File: src/rtl/can_iflag_pkg.sv
package can_iflag_pkg;
  localparam int LOW_W     = 8;
  localparam int OVF_POS   = 7;
  localparam int WARN_POS  = 6;
  localparam int AVAIL_POS = 5;

  typedef struct packed {
    logic ovf;
    logic warn;
    logic avail;
  } fifo_evt_t;
endpackage

File: src/rtl/can_iflag_router.sv
module can_iflag_router
  import can_iflag_pkg::*;
#(
  parameter int NUM_BUF = 32
) (
  input  logic               fifo_en_i,
  input  logic [NUM_BUF-1:0] buf_done_i,
  input  fifo_evt_t          evt_i,
  output logic [NUM_BUF-1:0] set_o
);
  // Per-bit source selection: upper positions always track the buffer
  // pulses, the low byte is remapped when the FIFO is on.
  for (genvar i = 0; i < NUM_BUF; i++) begin : g_bit
    if (i >= LOW_W) begin : g_upper
      assign set_o[i] = buf_done_i[i];
    end else if (i == OVF_POS) begin : g_ovf
      assign set_o[i] = fifo_en_i ? evt_i.ovf : buf_done_i[i];
    end else if (i == WARN_POS) begin : g_warn
      assign set_o[i] = fifo_en_i ? evt_i.warn : buf_done_i[i];
    end else if (i == AVAIL_POS) begin : g_avail
      assign set_o[i] = fifo_en_i ? evt_i.avail : buf_done_i[i];
    end else begin : g_rsvd
      assign set_o[i] = fifo_en_i ? 1'b0 : buf_done_i[i];
    end
  end
endmodule

File: src/rtl/can_iflag_bank.sv
module can_iflag_bank
  import can_iflag_pkg::*;
#(
  parameter int NUM_BUF = 32
) (
  input  logic               clk,
  input  logic               rst,
  input  logic [NUM_BUF-1:0] set_i,
  input  logic [NUM_BUF-1:0] clr_i,
  input  logic               low_wipe_i,
  output logic [NUM_BUF-1:0] flags_o
);
  logic [NUM_BUF-1:0] flags_q;
  logic [NUM_BUF-1:0] flags_d;

  always_comb begin
    flags_d = (flags_q & ~clr_i) | set_i;
    if (low_wipe_i) flags_d[LOW_W-1:0] = '0;
  end

  always_ff @(posedge clk) begin
    if (rst) flags_q <= '0;
    else     flags_q <= flags_d;
  end

  assign flags_o = flags_q;

  for (genvar i = 0; i < NUM_BUF; i++) begin : g_chk
    if (i >= LOW_W) begin : g_hi
      a_r4_set_wins: assert property (@(posedge clk) disable iff (rst)
        set_i[i] |=> flags_q[i]);
      a_r3_clear_hits: assert property (@(posedge clk) disable iff (rst)
        (clr_i[i] && !set_i[i]) |=> !flags_q[i]);
    end else begin : g_lo
      a_r4_set_wins_lo: assert property (@(posedge clk) disable iff (rst)
        (set_i[i] && !low_wipe_i) |=> flags_q[i]);
      a_r3_clear_hits_lo: assert property (@(posedge clk) disable iff (rst)
        (clr_i[i] && !set_i[i]) |=> !flags_q[i]);
    end
  end

  a_r8_low_wiped: assert property (@(posedge clk) disable iff (rst)
    low_wipe_i |=> (flags_q[LOW_W-1:0] == '0));
endmodule

File: src/rtl/can_iflag_irq.sv
module can_iflag_irq #(
  parameter int NUM_BUF = 32
) (
  input  logic               clk,
  input  logic               rst,
  input  logic [NUM_BUF-1:0] flags_i,
  input  logic [NUM_BUF-1:0] mask_i,
  output logic               irq_o
);
  logic irq_q;

  always_ff @(posedge clk) begin
    if (rst) irq_q <= 1'b0;
    else     irq_q <= |(flags_i & mask_i);
  end

  assign irq_o = irq_q;

  a_r9_irq_raise: assert property (@(posedge clk) disable iff (rst)
    ((flags_i & mask_i) != '0) |=> irq_o);
  a_r9_irq_drop: assert property (@(posedge clk) disable iff (rst)
    ((flags_i & mask_i) == '0) |=> !irq_o);
endmodule

File: src/rtl/can_mb_flag_reg.sv
module can_mb_flag_reg
  import can_iflag_pkg::*;
#(
  parameter int NUM_BUF = 32
) (
  input  logic               clk,
  input  logic               rst,
  input  logic               fifo_en_i,
  input  logic [NUM_BUF-1:0] buf_done_i,
  input  logic               fifo_ovf_i,
  input  logic               fifo_warn_i,
  input  logic               fifo_avail_i,
  input  logic               wr_en_i,
  input  logic [NUM_BUF-1:0] wr_data_i,
  input  logic               rd_en_i,
  output logic [NUM_BUF-1:0] rd_data_o,
  input  logic [NUM_BUF-1:0] mask_i,
  output logic [NUM_BUF-1:0] flags_o,
  output logic               irq_o
);
  localparam int RSVD_W = AVAIL_POS;

  logic               mode_q;
  logic               mode_chg;
  fifo_evt_t          evt;
  logic [NUM_BUF-1:0] set_vec;
  logic [NUM_BUF-1:0] clr_vec;
  logic [NUM_BUF-1:0] flags;
  logic [NUM_BUF-1:0] rd_q;

  always_ff @(posedge clk) begin
    if (rst) mode_q <= 1'b0;
    else     mode_q <= fifo_en_i;
  end

  assign mode_chg  = fifo_en_i ^ mode_q;
  assign evt.ovf   = fifo_ovf_i;
  assign evt.warn  = fifo_warn_i;
  assign evt.avail = fifo_avail_i;
  assign clr_vec   = wr_en_i ? wr_data_i : '0;

  can_iflag_router #(.NUM_BUF(NUM_BUF)) router_i (
    .fifo_en_i (fifo_en_i),
    .buf_done_i(buf_done_i),
    .evt_i     (evt),
    .set_o     (set_vec)
  );

  can_iflag_bank #(.NUM_BUF(NUM_BUF)) bank_i (
    .clk       (clk),
    .rst       (rst),
    .set_i     (set_vec),
    .clr_i     (clr_vec),
    .low_wipe_i(mode_chg),
    .flags_o   (flags)
  );

  can_iflag_irq #(.NUM_BUF(NUM_BUF)) irq_i (
    .clk    (clk),
    .rst    (rst),
    .flags_i(flags),
    .mask_i (mask_i),
    .irq_o  (irq_o)
  );

  always_ff @(posedge clk) begin
    if (rst)          rd_q <= '0;
    else if (rd_en_i) rd_q <= flags;
  end

  assign rd_data_o = rd_q;
  assign flags_o   = flags;

  a_r7_reserved_quiet: assert property (@(posedge clk) disable iff (rst)
    (fifo_en_i && mode_q) |=> (flags[RSVD_W-1:0] == '0));
  a_r6_overflow_sets: assert property (@(posedge clk) disable iff (rst)
    (fifo_en_i && mode_q && fifo_ovf_i) |=> flags[OVF_POS]);
  a_r6_avail_sets: assert property (@(posedge clk) disable iff (rst)
    (fifo_en_i && mode_q && fifo_avail_i) |=> flags[AVAIL_POS]);
  a_r10_read_capture: assert property (@(posedge clk) disable iff (rst)
    rd_en_i |=> (rd_data_o == $past(flags)));
  a_r2_upper_sets: assert property (@(posedge clk) disable iff (rst)
    buf_done_i[NUM_BUF-1] |=> flags[NUM_BUF-1]);
endmodule

File: config.mk
export PLATFORM = sky130hd
export DESIGN_NAME = can_mb_flag_reg
export DESIGN_NICKNAME = d
export VERILOG_FILES = /design/src/rtl/can_iflag_pkg.sv /design/src/rtl/can_iflag_router.sv /design/src/rtl/can_iflag_bank.sv /design/src/rtl/can_iflag_irq.sv /design/src/rtl/can_mb_flag_reg.sv
export SDC_FILE = /design/constraint.sdc
export NUM_CORES = 1
export LEC_CHECK = 0
export ABC_CLOCK_PERIOD_IN_PS = 1700
export BUFFER_PORTS_ARGS = -buffer_cell sky130_fd_sc_hd__buf_2
export CAP_MARGIN = 20
export CORE_MARGIN = 3
export CORE_UTILIZATION = 44
export CTS_CLUSTER_DIAMETER = 200
export DETAILED_ROUTE_END_ITERATION = 10
export PLACE_DENSITY = 0.84
export SETUP_SLACK_MARGIN = 0.02
export SLEW_MARGIN = 5
export SYNTH_ARGS = -nofsm -noshare
export SYNTH_HDL_FRONTEND = slang
export SYNTH_SLANG_ARGS = --single-unit
export TNS_END_PERCENT = 50
File: constraint.sdc
create_clock -name clk -period 1.7 [get_ports clk]
set_input_delay 0.17 -clock clk [delete_from_list [all_inputs] [get_ports clk]]
set_output_delay 0.17 -clock clk [all_outputs]
set_load 0.05 [all_outputs]
---- Word-level counts from Yosys, hierarchy flattened ----
Index checks and enable logic that the tools add are counted.
word-level totals
  register bits ........................... 66
  latch bits .............................. 0
  RAM bits ................................ 0
  ROM bits ................................ 0
  output and inout port bits .............. 65
  logic and storage cells ................. 21
  memories ................................ 0
cells by class
  add/sub/neg operators ................... 0
  $mul .................................... 0
  div/mod/pow operators ................... 0
  magnitude comparators ................... 0
  eq/ne operators ......................... 0
  shifts and indexed selects .............. 0
  muxes and demuxes ....................... 9
  bitwise gates (word level) .............. 5
  reduce and logical (&&, ||, !) cells .... 2
operators by type and width
  cell               number
  $and A32 B32 Y32   2
  $mux W32           1
  $not A32 Y32       1
  $or A32 B32 Y32    1
  $reduce_or A32 Y1  1
  $mux W1            8
  $reduce_or A2 Y1   1
  $xor A1 B1 Y1      1

---- Logic depth before layout (Yosys ltp) ----
  depth in word-level cells ............... 4
  gate-level depth with buffers ........... 4
  gate-level depth less buffers ........... 3

---- Hierarchy ----
A second synthesis with hierarchy kept.
second synthesis, totals
  cell total of the unflattened synthesis .. 330
  area, all modules ....................... 3,055.4 µm²
by module, submodules not included
  module            times used  cells each  area each (µm²)
  can_mb_flag_reg   1           142         1,422.6
  can_iflag_bank    1           133         1,189.9
  can_iflag_router  1           32          257.7
  can_iflag_irq     1           23          185.2

---- Worst setup path after synthesis ----
Ideal clock, no wire load.
  kind .................................... reg2reg
  start ................................... reg bank_i.flags_q[4], in the netlist bank_i.flags_o[4]
  end ..................................... reg irq_i.irq_q, in the netlist irq_i.irq_o
  library setup time ...................... 0.125 ns
  arrival ................................. 1.203 ns
  data required time ...................... 1.575 ns
  setup slack ............................. 0.372 ns
  stages on the path, launching flop included .. 4
  buffers on the path ..................... 0
  clock period less this slack ............ 1.328 ns
  cells stage by stage .................... dfxtp_1 > a22oi_1 > nand4_1 > o41a_1
between the ends
  word-level cells in the longest chain between the ends .. 2
ends and longest elaborated chain
  what                    line                  text
  start, declared         can_iflag_bank.sv:13  logic [NUM_BUF-1:0] flags_q;
  start signal, assigned  can_iflag_bank.sv:23  else flags_q <= flags_d;
  $and A32 B32 Y32        can_iflag_irq.sv:14   else irq_q <= |(flags_i & mask_i);
  $reduce_or A32 Y1       can_iflag_irq.sv:14
  end signal, assigned    can_iflag_irq.sv:14
  end, declared           can_iflag_irq.sv:10   logic irq_q;
No other way between the ends.
A chain may end at the register's enable or synchronous reset.

---- Worst setup path after layout ----
  start ................................... reg bank_i.flags_q[2], in the netlist bank_i.flags_o[2]
  end ..................................... reg irq_i.irq_q, in the netlist irq_i.irq_o
The elaborated chain is that of the path after synthesis.

==> reports/summary.txt <==
Outcome = finished clean
Worst setup SP type = flip-flop
Fin area = 3560 um^2
Max FO, Critical Path = 4
Top cell type's share of synthesized area = 53.3%
Hold-fix buffer count after cts = 0
Area contributors post-synth = dfxtp_1 (53%), mux2i_1 (14%), nor2_1 (9.2%), a21oi_1 (6.5%), nand2_1 (5.4%)
Post-Layout Cell Count = 515
Slew HR = 59.3%
Routability Congestion = 0.765
VDD IR max = 0.617 mV
Unique masters post-synth = 15
RSZ-0062 raised after global routing = false
Row count = 26
Final setup viols = 0
Lkg Pwr = 1.89 nW
Max Clock Skew = 5.43 ps
Worst-Margin Slew = 610 ps
Avg Cell Area, Syn = 9.09 um^2
First-pass GRT wire length = 11.0 mm
Clock transition at path regs = 70 ps
CTS-repair resized insts = 0
Drt first pass iters = 5
Fmax = 0.772 GHz
Initial Util = 47.1%
Synth Instances = 273
Tightest Hold Check Type = primary input to flip-flop
DP Area = 3380 um^2
Pin count of the biggest net entering global routing = 42
Cells along the critical path = a22oi_1, nand4_1, o41a_1
# fillers = 463
Tcrit/Tclk final = 76.2%
DRC Markers = 0
Clock tree root driver cell = clkbuf_8
Post-route ant nets = 0
Post-CTS setup buffers = 0
Hold Vio Cnt, Final = 0
All-Layer GR Usage = 22.2%
CP Buf/Inv Count = 0
#FFs+latches synth = 66
Grt total ovfl = 0
Vias = 2,570
PD cells = 1020 nW/um^2
Initial drt markers = 101
Post-Route WL = 7.43 mm
Post-synthesis sequential area ratio = 53.3%
H-tree depth = 3
Number of global-route vias before repair = 2,308
IO Count = 169
Dpl cells = 499
Ratio of cells with drive above 1 in the final layout = 41.6%
Clk_lat worst skew = 320 ps
ANT cells = 0
Worst endpoint data arrival time = 1500 ps
Average wire per standard cell = 14.4 um
CTS tree = built
Yosys top cell by area = dfxtp_1
Final worst path period need = 1290 ps
Initial antenna violation count = 0
Chip width = 81.1 um
Yosys Warn Count = 0
CP max-delay cell = o41a_1
Area Growth Syn to Fin = 43.4%
Synth Net Count = 377
Port bufs = 168
Kind of critical path = flip-flop to flip-flop
Nets = 544
Crit end category = flip-flop
Total CTS buffers = 9
Max-slew violation count = 0
Critical path's top delay family = compound AO/OA/AOI/OAI gates
Placed wire-length estimate = 5.65 mm
Die Y = 81.1 um
Synthesized cell area = 2480 um^2
Die area = 6580 um^2
Total negative setup slack = 0 ps
Worst EP required = 1900 ps
Overall power = 3.64 mW
Core ar. = 5270 um^2
Avg Vias per Cell = 4.99
CTS max path bufs = 2
Clock sink count = 66
Max_cap viols = 0
Slowest cell delay on critical path = 420 ps
-- cell usage after synthesis (all sizes together) --
master,instances
nand4,4
o41a,1
a21oi,32
a22oi,16
xnor2,1
dfxtp,66
inv,1
buf,11
nand2,36
nor2,61
mux2i,35
nor2b,6
clkbuf,3
-- per-layer routing --
metal  part of all wire, %  GRT usage, %
met1                    42          27.0
met2                    48          37.5
met3                   9.0          5.88
met4                  0.81          8.28
met5                     0             0
-- metrics by stage --
step                worst slack [ps]  utilization (%)  hold WS, ps
floorplan                        372                -          287
global placement                 395             64.1          376
detailed placement               378             64.1          384
CTS                              358             67.5         39.3
global route                     310             67.5         45.4
finish                           405             67.5         55.8
-- kinds of logic after synthesis --
group | count (synthesis) | synth area share, %
DFF | 66 | 53.3
muxes | 35 | 14.1
buffers and inverters | 15 | 3.13
and+or+nand+nor | 107 | 17.2
AOI/OAI and AO/OA | 49 | 12.0
xor gates and xnor gates | 1 | 0.353
-- cell type report --
type | count | area (um^2) | area share, %
flip-flops and latches | 66 | 1320 | 37.1
multi-input cells | 192 | 1080 | 30.4
repair buffers | 170 | 881 | 24.8
clock buffers | 14 | 173 | 4.85
well taps | 70 | 87.6 | 2.46
clock inverters | 2 | 10.0 | 0.281
inverters | 1 | 3.75 | 0.105
-- flip-flops by register name (all words and copies together) (netlist names) --
register	flops
rd_data_o	32
bank_i.flags_o	32
mode_q	1
irq_i.irq_o	1
-- where the power goes --
| group | leakage, nW | internal [mW] | switching, mW |
|---|---|---|---|
| clock network | 0.0965 | 0.646 | 0.533 |
| logic | 1.25 | 0.247 | 0.510 |
| registers | 0.545 | 1.63 | 0.0707 |
-- worst paths after layout --
check                                                  start                       endpoint  slack, ps  cells past startpoint
worst max-delay path            bank_i.flags_o[2]$_SDFF_PP0_         irq_i.irq_o$_SDFF_PP0_        410                      3
worst min-delay path                          buf_done_i[26]  bank_i.flags_o[26]$_SDFF_PP0_         60                      3
worst max register to register  bank_i.flags_o[2]$_SDFF_PP0_         irq_i.irq_o$_SDFF_PP0_        410                      3
worst min register to register    rd_data_o[22]$_SDFFE_PP0P_     rd_data_o[22]$_SDFFE_PP0P_        490                      2
-- layout by cell type, fill, tap and decap left out --
cell type and count:
a21oi_1 32, nand4_1 4, nor2_1 61, inv_1 1, clkbuf_1 2, o41a_1 1
buf_12 2, nor2b_1 6, nand2_1 36, clkbuf_8 12, clkinv_2 2, buf_2 168
xnor2_1 1, a22oi_1 15, mux2i_1 35, dfxtp_1 66, a22oi_2 1
-- tightest hold or removal path: stages --
cell	delay (ps)
buf_2	70
a21oi_1	30
nor2_1	70
(Power assumes the default switching activity.)
